`src/rtl/inport_hs_pkg.sv`:
```
package inport_hs_pkg;
  typedef enum logic [1:0] {
    REG_PORT = 2'd0,
    REG_FLAG = 2'd1,
    REG_IEN  = 2'd2,
    REG_CTRL = 2'd3
  } reg_sel_e;

  localparam int CTRL_W = 3;

  typedef struct packed {
    logic latch_en;
    logic rise_sel;
    logic pulse_mode;
  } ctrl_t;
endpackage

```
`src/rtl/hs_edge_detect.sv`:
```
module hs_edge_detect #(
  parameter int STAGES = 2
) (
  input  logic clk,
  input  logic rst_n,
  input  logic din,
  input  logic rise_sel,
  output logic evt
);
  logic [STAGES-1:0] sync_q;
  logic [STAGES-1:0] sync_d;
  logic              last_q;
  logic              synced;

  always_comb begin
    sync_d = {sync_q[STAGES-2:0], din};
  end

  always_ff @(posedge clk or negedge rst_n) begin
    if (!rst_n) begin
      sync_q <= '0;
      last_q <= 1'b0;
    end else begin
      sync_q <= sync_d;
      last_q <= sync_q[STAGES-1];
    end
  end

  assign synced = sync_q[STAGES-1];
  assign evt    = rise_sel ? (synced & ~last_q) : (~synced & last_q);
endmodule

```
`src/rtl/hs_capture.sv`:
```
module hs_capture #(
  parameter int W = 8
) (
  input  logic         clk,
  input  logic         rst_n,
  input  logic         cap_en,
  input  logic [W-1:0] din,
  output logic [W-1:0] hold
);
  logic [W-1:0] hold_q;

  always_ff @(posedge clk or negedge rst_n) begin
    if (!rst_n)      hold_q <= '0;
    else if (cap_en) hold_q <= din;
  end

  assign hold = hold_q;
endmodule

```
`src/rtl/hs_taken_seq.sv`:
```
module hs_taken_seq (
  input  logic clk,
  input  logic rst_n,
  input  logic pulse_mode,
  input  logic port_rd,
  input  logic rdy_evt,
  output logic taken
);
  logic taken_q;
  logic taken_d;

  always_comb begin
    taken_d = taken_q;
    if (port_rd)         taken_d = 1'b0;
    else if (pulse_mode) taken_d = 1'b1;
    else if (rdy_evt)    taken_d = 1'b1;
  end

  always_ff @(posedge clk or negedge rst_n) begin
    if (!rst_n) taken_q <= 1'b1;
    else        taken_q <= taken_d;
  end

  assign taken = taken_q;
endmodule

```
`src/rtl/inport_handshake.sv`:
```
module inport_handshake
  import inport_hs_pkg::*;
#(
  parameter int DATA_W      = 8,
  parameter int SYNC_STAGES = 2
) (
  input  logic              clk,
  input  logic              rst_n,
  input  logic [DATA_W-1:0] port_in,
  input  logic              rdy_in,
  output logic              taken_o,
  output logic              irq_n,
  input  logic [1:0]        bus_addr,
  input  logic              bus_rd,
  input  logic              bus_wr,
  input  logic [CTRL_W-1:0] bus_wdata,
  output logic [DATA_W-1:0] bus_rdata
);
  localparam int PAD_W = DATA_W - 1;
  localparam int CPAD_W = DATA_W - CTRL_W;

  ctrl_t             ctrl_q, ctrl_d;
  logic              ien_q, ien_d;
  logic              flag_q, flag_d;
  logic              rdy_evt;
  logic              port_rd;
  logic              flag_clr;
  logic              cap_en;
  logic [DATA_W-1:0] hold_q;
  logic              pulse_mode, latch_en;

  assign pulse_mode = ctrl_q.pulse_mode;
  assign latch_en   = ctrl_q.latch_en;

  hs_edge_detect #(.STAGES(SYNC_STAGES)) u_edge (
    .clk(clk), .rst_n(rst_n), .din(rdy_in),
    .rise_sel(ctrl_q.rise_sel), .evt(rdy_evt)
  );

  assign cap_en = rdy_evt & latch_en;

  hs_capture #(.W(DATA_W)) u_cap (
    .clk(clk), .rst_n(rst_n), .cap_en(cap_en), .din(port_in), .hold(hold_q)
  );

  assign port_rd = bus_rd && (reg_sel_e'(bus_addr) == REG_PORT);

  hs_taken_seq u_taken (
    .clk(clk), .rst_n(rst_n), .pulse_mode(pulse_mode),
    .port_rd(port_rd), .rdy_evt(rdy_evt), .taken(taken_o)
  );

  always_comb begin
    flag_clr = port_rd ||
               (bus_wr && (reg_sel_e'(bus_addr) == REG_FLAG) && bus_wdata[0]);
    flag_d   = rdy_evt | (flag_q & ~flag_clr);
    ien_d    = ien_q;
    ctrl_d   = ctrl_q;
    if (bus_wr && (reg_sel_e'(bus_addr) == REG_IEN))  ien_d  = bus_wdata[0];
    if (bus_wr && (reg_sel_e'(bus_addr) == REG_CTRL)) ctrl_d = ctrl_t'(bus_wdata);
  end

  always_ff @(posedge clk or negedge rst_n) begin
    if (!rst_n) begin
      flag_q <= 1'b0;
      ien_q  <= 1'b0;
      ctrl_q <= '0;
    end else begin
      flag_q <= flag_d;
      ien_q  <= ien_d;
      ctrl_q <= ctrl_d;
    end
  end

  assign irq_n = ~(flag_q & ien_q);

  always_comb begin
    case (reg_sel_e'(bus_addr))
      REG_PORT: bus_rdata = latch_en ? hold_q : port_in;
      REG_FLAG: bus_rdata = {{PAD_W{1'b0}}, flag_q};
      REG_IEN:  bus_rdata = {{PAD_W{1'b0}}, ien_q};
      default:  bus_rdata = {{CPAD_W{1'b0}}, ctrl_q};
    endcase
  end
endmodule

```
`config.mk`:
```
export PLATFORM = sky130hd
export DESIGN_NAME = inport_handshake
export DESIGN_NICKNAME = d
export VERILOG_FILES = /design/src/rtl/inport_hs_pkg.sv /design/src/rtl/hs_edge_detect.sv /design/src/rtl/hs_capture.sv /design/src/rtl/hs_taken_seq.sv /design/src/rtl/inport_handshake.sv
export SDC_FILE = /design/constraint.sdc
export NUM_CORES = 1
export LEC_CHECK = 0
export BUFFER_PORTS_ARGS = -buffer_cell sky130_fd_sc_hd__clkbuf_2
export CORE_AREA = 2 2 44 46
export DETAILED_ROUTE_END_ITERATION = 12
export DIE_AREA = 0 0 46 48
export GPL_TIMING_DRIVEN = 0
export PLACE_DENSITY = 0.73
export SLEW_MARGIN = 20
export SYNTH_ARGS = -nofsm -noshare
export SYNTH_HDL_FRONTEND = slang
export SYNTH_SLANG_ARGS = --single-unit
export TNS_END_PERCENT = 30
```
`constraint.sdc`:
```
create_clock -name clk -period 4 [get_ports clk]
set_input_delay 0.4 -clock clk [delete_from_list [all_inputs] [get_ports clk]]
set_output_delay 0.4 -clock clk [all_outputs]
set_load 0.02 [all_outputs]
```
Word level (Yosys, flattened, before mapping)
Cells that the tools add are included.
W data, S select, Z words.
{"block": "totals", "in_bits": 18, "ff_bits": 17, "wordCells": 36}
{"block": "op_classes", "reduce_logical": 8, "n_mux": 6, "eq_ne": 3, "n_bitwise": 10}
{"cell": "$pmux W8 S3", "n": 1}
{"cell": "$mux W8", "n": 1}
{"cell": "$and A1 B1 Y1", "n": 5}
{"cell": "$logic_and A1 B1 Y1", "n": 5}
{"cell": "$eq A2 B2 Y1 const B", "n": 2}
{"cell": "$mux W1", "n": 4}
{"cell": "$not A1 Y1", "n": 4}
{"cell": "$reduce_bool A3 Y1", "n": 1}
{"cell": "$eq A2 B1 Y1 const B", "n": 1}
{"cell": "$logic_not A2 Y1", "n": 1}
{"cell": "$logic_or A1 B1 Y1", "n": 1}
{"cell": "$or A1 B1 Y1", "n": 1}

Logic depth before layout (Yosys ltp)
Gate-level depths: netlist of the first run.
{"block": "logic_depth", "ltp_word": 7, "depth_mapped": 3, "ltp_nobuf": 3}

Hierarchy
A second synthesis of the first run with hierarchy kept.
{"block": "hier_totals", "hier_cells": 71, "hier_area_um2": 872.1}
{"mod": "inport_handshake", "area_each_um2": 407.9, "n_inst": 1, "cells_per_inst": 45, "seq_area_each_um2": 125.1}
{"mod": "hs_capture", "area_each_um2": 331.6, "n_inst": 1, "cells_per_inst": 17, "seq_area_each_um2": 200.2}
{"mod": "hs_edge_detect", "area_each_um2": 97.6, "n_inst": 1, "cells_per_inst": 6, "seq_area_each_um2": 75.1}
{"mod": "hs_taken_seq", "area_each_um2": 35.0, "n_inst": 1, "cells_per_inst": 3, "seq_area_each_um2": 26.3}

Worst setup path after synthesis of the first run
Ideal clock, no wire load.
{"block": "synth_timing", "path_type": "register to output", "start": "register ctrl_q (netlist bit latch_en)", "end": "output port bus_rdata[0]", "required_ns": 3.600, "path_stages_with_launch": 4, "slack_ns": 2.292, "path_buffers": 1, "t_arrival_ns": 1.308, "cell_sequence": "dfrtp_1 > buf_6 > mux2_4 > mux4_2"}
{"block": "synth_via", "elab_chain_cells": 2}
{"item": "from (decl)", "line": "inport_handshake.sv:22", "source": "ctrl_t ctrl_q, ctrl_d;"}
{"item": "from (signal assigned)", "line": "inport_handshake.sv:71", "source": "ctrl_q <= ctrl_d;"}
{"item": "$mux W8", "line": "inport_handshake.sv:79", "source": "REG_PORT: bus_rdata = latch_en ? hold_q : port_in;"}
{"item": "$pmux W8 S3", "line": "inport_handshake.sv:78", "source": "case (reg_sel_e'(bus_addr))"}
{"item": "to (decl)", "line": "inport_handshake.sv:17", "source": "output logic [DATA_W-1:0] bus_rdata"}
Every way passes these cells.

Worst setup path in the final report of the first run
Same ends and word-level chain as after synthesis.

==> results_dict.tcl, run 1 <==
set metrics [dict create \
    final_util_pct 59.63 \
    synth-simple-area-share_pct 11.08 \
    grt_max_degree 18 \
    fin_area_mm2 0.001007 \
    vias 596 \
    setup_viol 0 \
    synth_edf_count 0 \
    synthAdderAreaFrac_pct 0 \
    fin_skew_ns 0.0008820 \
    synth-compound-area-share_pct 5.918 \
    postPlaceCellArea_um2 980.9 \
    r2r_start "ctrl_q[1]" \
    synth_top_cells_by_area "dfrtp_1, mux2_2, mux2i_1" \
    r2r_slack_ns 2.54 \
    fillers 154 \
    yosys-mux-area-fraction_pct 29.44 \
    layout.nets 113 \
    required_ns 3.60 \
    setup_tns_ns 0 \
    cp_slowest_stage_delay_ns 0.44 \
    totalWireLength_um 1487 \
    outcome "complete, no violations" \
    crit_chain "buf_6, mux2_4, mux4_2, clkbuf_2" \
    synthCells 63 \
    synth.net_count 81 \
    timing.rr.end "u_cap.hold[4]" \
    power.density_mw_per_mm2 495.5 \
    dr.pass1.iters 4 \
    die_w_um 46 \
    yosys.area.top_type_share_pct 48.56 \
    cp-start-kind "flip-flop" \
    ant_nets 0 \
    htree_levels 1 \
    fin_cells 111 \
    endpoint_kind "primary output" \
    critPathSlowestCell "mux4_2" \
    yosysSeqAreaShare_pct 51.75 \
    cts-root-buf "clkbuf_4" \
    ys_ff_latch 17 \
    p_leak_nw 0.4915 \
    wl_per_cell_um 13.40 \
    route.detailed.drc 0 \
    fin_ws_ns 1.871 \
    cts_buffers 3 \
    placed_cells 107 \
    core_area_mm2 0.001689 \
    grt_overflow 0 \
    peakVddDrop_uv 231.1 \
    grt_antenna_before_repair 0 \
    grt_first_pass_wirelength_um 2449 \
    place_ws_ns 2.177 \
    final-seq-area_um2 426.7 \
    worst-setup-path-type "flip-flop to primary output" \
    fin_crit_ns 2.129 \
    io_buffers 27 \
    synth_area_um2 824.5 \
    yosysTopAreaCell "dfrtp_1" \
    hp-class "input pin to asynchronous set/reset pin" \
    diodes 0 \
    area_delta_synth_final_pct 22.16 \
    finalHoldViolCount 0 \
    synth_xor_area_share_pct 0 \
    async_reset_ff_share_pct 100.0 \
    slew_headroom_pct 71.88 \
    cp_max_fo 10 \
    cts_tree "built" \
    drt_iter0_markers 1 \
    io_pins 28 \
    ys_dominant_reg_cell "dfrtp_1" \
    via_per_inst 5.369 \
    synth_top_family_by_area "multiplexers" \
    max_freq_mhz 469.8 \
    clkLatencyLatePin_ns 0.28 \
    whs_ns 0.03363 \
    worst_pin_slew_ns 0.4219 \
    dp_hpwl_um 1137 \
    track_usage_pct 16.52 \
    dieArea_mm2 0.002208 \
    post_cts_buffers 0 \
    rows 15 \
    rsz0062_at_grt "no" \
    hold_buffers 0 \
    arrival_ns 1.73 \
    drive_gt1_share_pct 52.13 \
    grt_pass1_vias 555 \
    total_power_uw 499.0 \
    ys.warnings.count 0 \
    clock_sinks 17 \
    multiInputGateArea_um2 382.9 \
    maxCapViolCount 0 \
    reg2reg_depth 3 \
    drv_slew 0 \
    gp_congestion 0.8267 \
    initial_core_util_pct 48.81 \
    syn_avg_cell_area_um2 13.09 \
    clk_pin_slew_ns 0.09 \
    cts.path.max_buffers 2 \
    cts_resized 0 \
    fin_crit_sh_pct 53.22 \
    synth.distinct_cells 20 \
    die_y_um 48 \
]
logic make-up (layout without fill, tap and decap cells):
kind of cell | Yosys count | in the layout
compound gates | 6 | 6
buf+inv | 2 | 33
flops | 17 | 17
mux | 21 | 21
simple gates | 17 | 17
area by class of cell:
| cell class | instances | share of cell area, % |
|---|---|---|
| Tap cell | 17 | 2.112 |
| Clock buffer | 4 | 2.609 |
| Sequential cell | 17 | 42.36 |
| Timing Repair Buffer | 27 | 13.42 |
| Multi-Input combinational cell | 44 | 38.01 |
| Buffer | 2 | 1.491 |
cells in the mapped netlist (3+ instances only):
| cell type | number |
|---|---|
| dfrtp_1 | 16 |
| mux2_2 | 12 |
| mux2i_1 | 7 |
| nor2_1 | 7 |
| nand2_1 | 4 |
| a21oi_1 | 3 |
layout by cell type, fill, tap and decap left out:
master	netlist	layout
nor4_1	1	1
a211o_1	1	1
or2_2	1	1
mux2_4	1	1
nor2_1	7	7
clkbuf_2	0	27
mux4_2	1	1
clkbuf_4	0	3
dfrtp_1	16	16
o21ai_4	1	1
nor3b_2	1	1
dfstp_2	1	1
buf_6	1	1
and2_1	1	1
a21oi_1	3	3
o2bb2ai_1	1	1
clkbuf_1	1	2
mux2i_1	7	7
nand2_1	4	4
mux2_2	12	12
and3b_1	1	1
and4b_1	1	1
sequential cells by signal, summed over array words and instances, names as in the netlist:
register       count
ctrl_q             1
flag_q             1
ien_q              1
latch_en           1
pulse_mode         1
u_cap.hold         8
u_edge.last_q      1
u_edge.sync_q      2
u_taken.taken      1
worst max path at each step:
| stage | from | end | slack [ns] | depth (start not counted) |
|---|---|---|---|---|
| 2_1_floorplan | latch_en | bus_rdata[0] | 2.29 | 3 |
| 3_3_place_gp | latch_en | bus_rdata[0] | 2.18 | 4 |
| 3_5_place_dp | latch_en | bus_rdata[0] | 2.18 | 4 |
| 4_1_cts | latch_en | bus_rdata[0] | 1.85 | 4 |
| 5_1_grt | latch_en | bus_rdata[0] | 1.83 | 4 |
| 6_report | latch_en | bus_rdata[0] | 1.87 | 4 |
critical path: cells and delay by family, from the launching register on:
kind,cells,cell delay (ns)
buffers and inverters,2,0.33
multiplexers,2,0.74
flip-flops,1,0.38
layer usage:
metal,global-route usage (%),wire length (µm)
met5,0,0
met4,10.29,26
met3,2.264,77
met2,27.50,695
met1,20.34,687
power by group:
| part | total, mW | internal [mW] | leakage, nW | switching [mW] |
|---|---|---|---|---|
| Combinational | 0.159 | 0.0873 | 0.280 | 0.0717 |
| Clock | 0.0874 | 0.0387 | 0.0150 | 0.0487 |
| Sequential | 0.253 | 0.224 | 0.197 | 0.0284 |
| Total | 0.499 | 0.350 | 0.492 | 0.149 |
No activity file was read; power rests on OpenSTA's default activity.
==> run 2, diff against run 1 <==
- ABC_AREA: not set -> 1
- CORE_AREA: 2 2 44 46 -> 2 2 45 47
- DIE_AREA: 0 0 46 48 -> 0 0 47 49
- PLACE_DENSITY: 0.73 -> 0.71
- clock period: 4 -> 2.2 ns (I/O delays scaled with it)
==> results_dict.tcl, run 2 <==
set metrics [dict create \
    outcome "complete, no violations" \
    initial_core_util_pct 45.72 \
    io_pins 28 \
    arrival_ns 1.39 \
    drive_gt1_share_pct 30.94 \
    reg2reg_depth 6 \
    layout_common_cells "nand2_1, clkbuf_2, dfrtp_1" \
    synth.most_common_cell "nand2_1" \
    dieArea_mm2 0.002303 \
    route.detailed.drc 0 \
    ys_top_cells_by_count "nand2_1, dfrtp_1, nand3_1, a21oi_1, inv_1" \
    path_depth 5 \
    cp_top_family "buffers and inverters" \
    wl_per_cell_um 11.05 \
    grt_antenna_before_repair 0 \
    critPathSlowestCell "dfrtp_1" \
    post_cts_buffers 0 \
    yosysTopAreaCell "dfrtp_1" \
    maxCapViolCount 0 \
    startpoint "latch_en" \
    yosysSeqAreaShare_pct 50.67 \
    synth_top_family_by_area "simple AND/OR/NAND/NOR gates" \
    diodes 0 \
    hp-class "input pin to flip-flop" \
    cts_resized 0 \
    grt_pass1_vias 697 \
    endpoint_kind "primary output" \
    area_delta_synth_final_pct 24.37 \
    crit_buf_inv 3 \
    power.density_mw_per_mm2 796.7 \
    power_frac_seq_pct 50.5 \
    min_from "rdy_in" \
    finalHoldViolCount 0 \
    ys_dominant_reg_cell "dfrtp_1" \
    cts_tree "built" \
    hold_buffers 1 \
    async_reset_ff_share_pct 100.0 \
    fin_crit_ns 1.614 \
    peakVddDrop_uv 402.9 \
    die_w_um 47 \
    worst_pin_slew_ns 0.4157 \
    max_freq_mhz 619.8 \
    die_y_um 49 \
    synth.net_count 125 \
    yosys-mux-area-fraction_pct 0 \
    synth.distinct_cells 19 \
    via_per_inst 4.880 \
    dr.pass1.iters 4 \
    drv_slew 0 \
    rsz0062_at_grt "no" \
    r2r_slack_ns 1.11 \
    grt_max_degree 18 \
    synth_top_cells_by_area "dfrtp_1, nand2_1, nand3_1" \
    io_buffers 27 \
    required_ns 1.98 \
    sw_frac_of_total_pct 34.38 \
    crit_chain "buf_4, inv_2, o21ai_1, a21oi_1, clkbuf_2" \
    switchingPower_uw 286.9 \
    grt_overflow 0 \
    p_int_uw 547.5 \
    setup_tns_ns 0 \
    cp-start-kind "flip-flop" \
    largest_reg_flops 8 \
    dp_hpwl_um 1364 \
    timing.rr.end "u_cap.hold[4]" \
    power_frac_clock_pct 19.7 \
    cp_slowest_stage_delay_ns 0.37 \
    fin_crit_sh_pct 73.34 \
    r2r_start "ctrl_q[1]" \
    yosys.area.top_type_share_pct 47.55 \
    cp_max_fo 9 \
    synth_edf_count 0 \
    cts_buffers 3 \
    worst-setup-path-type "flip-flop to primary output" \
    drt_iter0_markers 27 \
    clk_pin_slew_ns 0.09 \
    grt_first_pass_wirelength_um 3063 \
    synth_area_um2 842.1 \
    p_leak_nw 0.5719 \
    htree_levels 1 \
    vias 810 \
    syn_avg_cell_area_um2 7.870 \
    fillers 182 \
    synth-compound-area-share_pct 10.25 \
    cts-root-buf "clkbuf_4" \
    clock_sinks 17 \
    slew_headroom_pct 72.28 \
    setup_viol 0 \
    final_common_cell "nand2_1" \
    gp_congestion 0.7398 \
    synthAdderAreaFrac_pct 0 \
    synth_xor_area_share_pct 0 \
    final_util_pct 56.86 \
    clkLatencyLatePin_ns 0.29 \
    endpoint "bus_rdata[2]" \
    totalWireLength_um 1835 \
    cts.path.max_buffers 2 \
    core_area_mm2 0.001842 \
    power_frac_comb_pct 29.8 \
    synthCells 107 \
    track_usage_pct 18.01 \
    ys_ff_latch 17 \
    rows 16 \
    ant_nets 0 \
    synth-simple-area-share_pct 31.80 \
    layout.nets 158 \
    ys.warnings.count 0 \
    fin_skew_ns 0.002651 \
]
==> run 2: cell type report <==
cell class | count | area [µm²] | share of cell area (%)
sequential | 17 | 426.7 | 40.74
multi-input combinational | 77 | 354.1 | 33.81
timing repair buffer | 28 | 145.1 | 13.86
inverter | 10 | 38.79 | 3.704
tap | 27 | 33.78 | 3.226
clock buffer | 4 | 26.28 | 2.509
buffer | 3 | 22.52 | 2.151
==> run 2: layer usage <==
metal	vias to the layer above	share of wire (%)	GRT usage, %
li1	411	-	-
met1	362	44	25.36
met4	0	1.8	6.944
met2	31	50	27.63
met3	6	4.6	2.222
met5	-	0	0
==> run 2: metrics by stage <==
stage / instances / worst slack (ns) / instance area (µm²) / hold WS [ns] / power, mW
global placement: 161 / 0.9138 / 1011 / 0.1730 / 0.6665
CTS: 166 / 0.5787 / 1047 / 0.02870 / 0.8417
detailed placement: 161 / 0.9026 / 1011 / 0.1735 / 0.6765
global route: 166 / 0.4880 / 1047 / 0.03181 / 0.8925
floorplan: 107 / 0.9480 / 842.1 / -0.07559 / 0.5902
finish: 166 / 0.5865 / 1047 / 0.03344 / 0.8343
==> run 2: power by group through the flow <==
| stage | sequential (mW) | combinational (mW) | clock [mW] |
|---|---|---|---|
| global placement | 0.424 | 0.242 | 0 |
| global route | 0.431 | 0.283 | 0.178 |
| finish | 0.422 | 0.248 | 0.164 |
| CTS | 0.422 | 0.252 | 0.168 |
| floorplan | 0.421 | 0.169 | 0 |
| detailed placement | 0.428 | 0.249 | 0 |
==> run 2: worst reg2reg max path, delay by kind of cell, from the launching register on <==
kind / cells / cell delay, ns
flip-flops: 1 / 0.38
buffers and inverters: 1 / 0.09
AND/OR/NAND/NOR: 5 / 0.51
==> run 2: worst min path at each step <==
stage / end / slack (ns) / depth (start not counted)
final: u_edge.sync_q[0] / 0.03 / 1
after global routing: u_edge.sync_q[0] / 0.03 / 1
after CTS: u_edge.sync_q[0] / 0.03 / 1
after detailed placement: u_cap.hold[4] / 0.17 / 1
after global placement: u_cap.hold[5] / 0.17 / 1
after floorplan: ctrl_q[1] / -0.08 / 0
==> run 2: cells by family (layout without fill, tap and decap cells) <==
kind of cell    after synthesis  in the layout
simple gates                 61             61
flops                        17             17
compound gates               16             16
buf+inv                      13             45
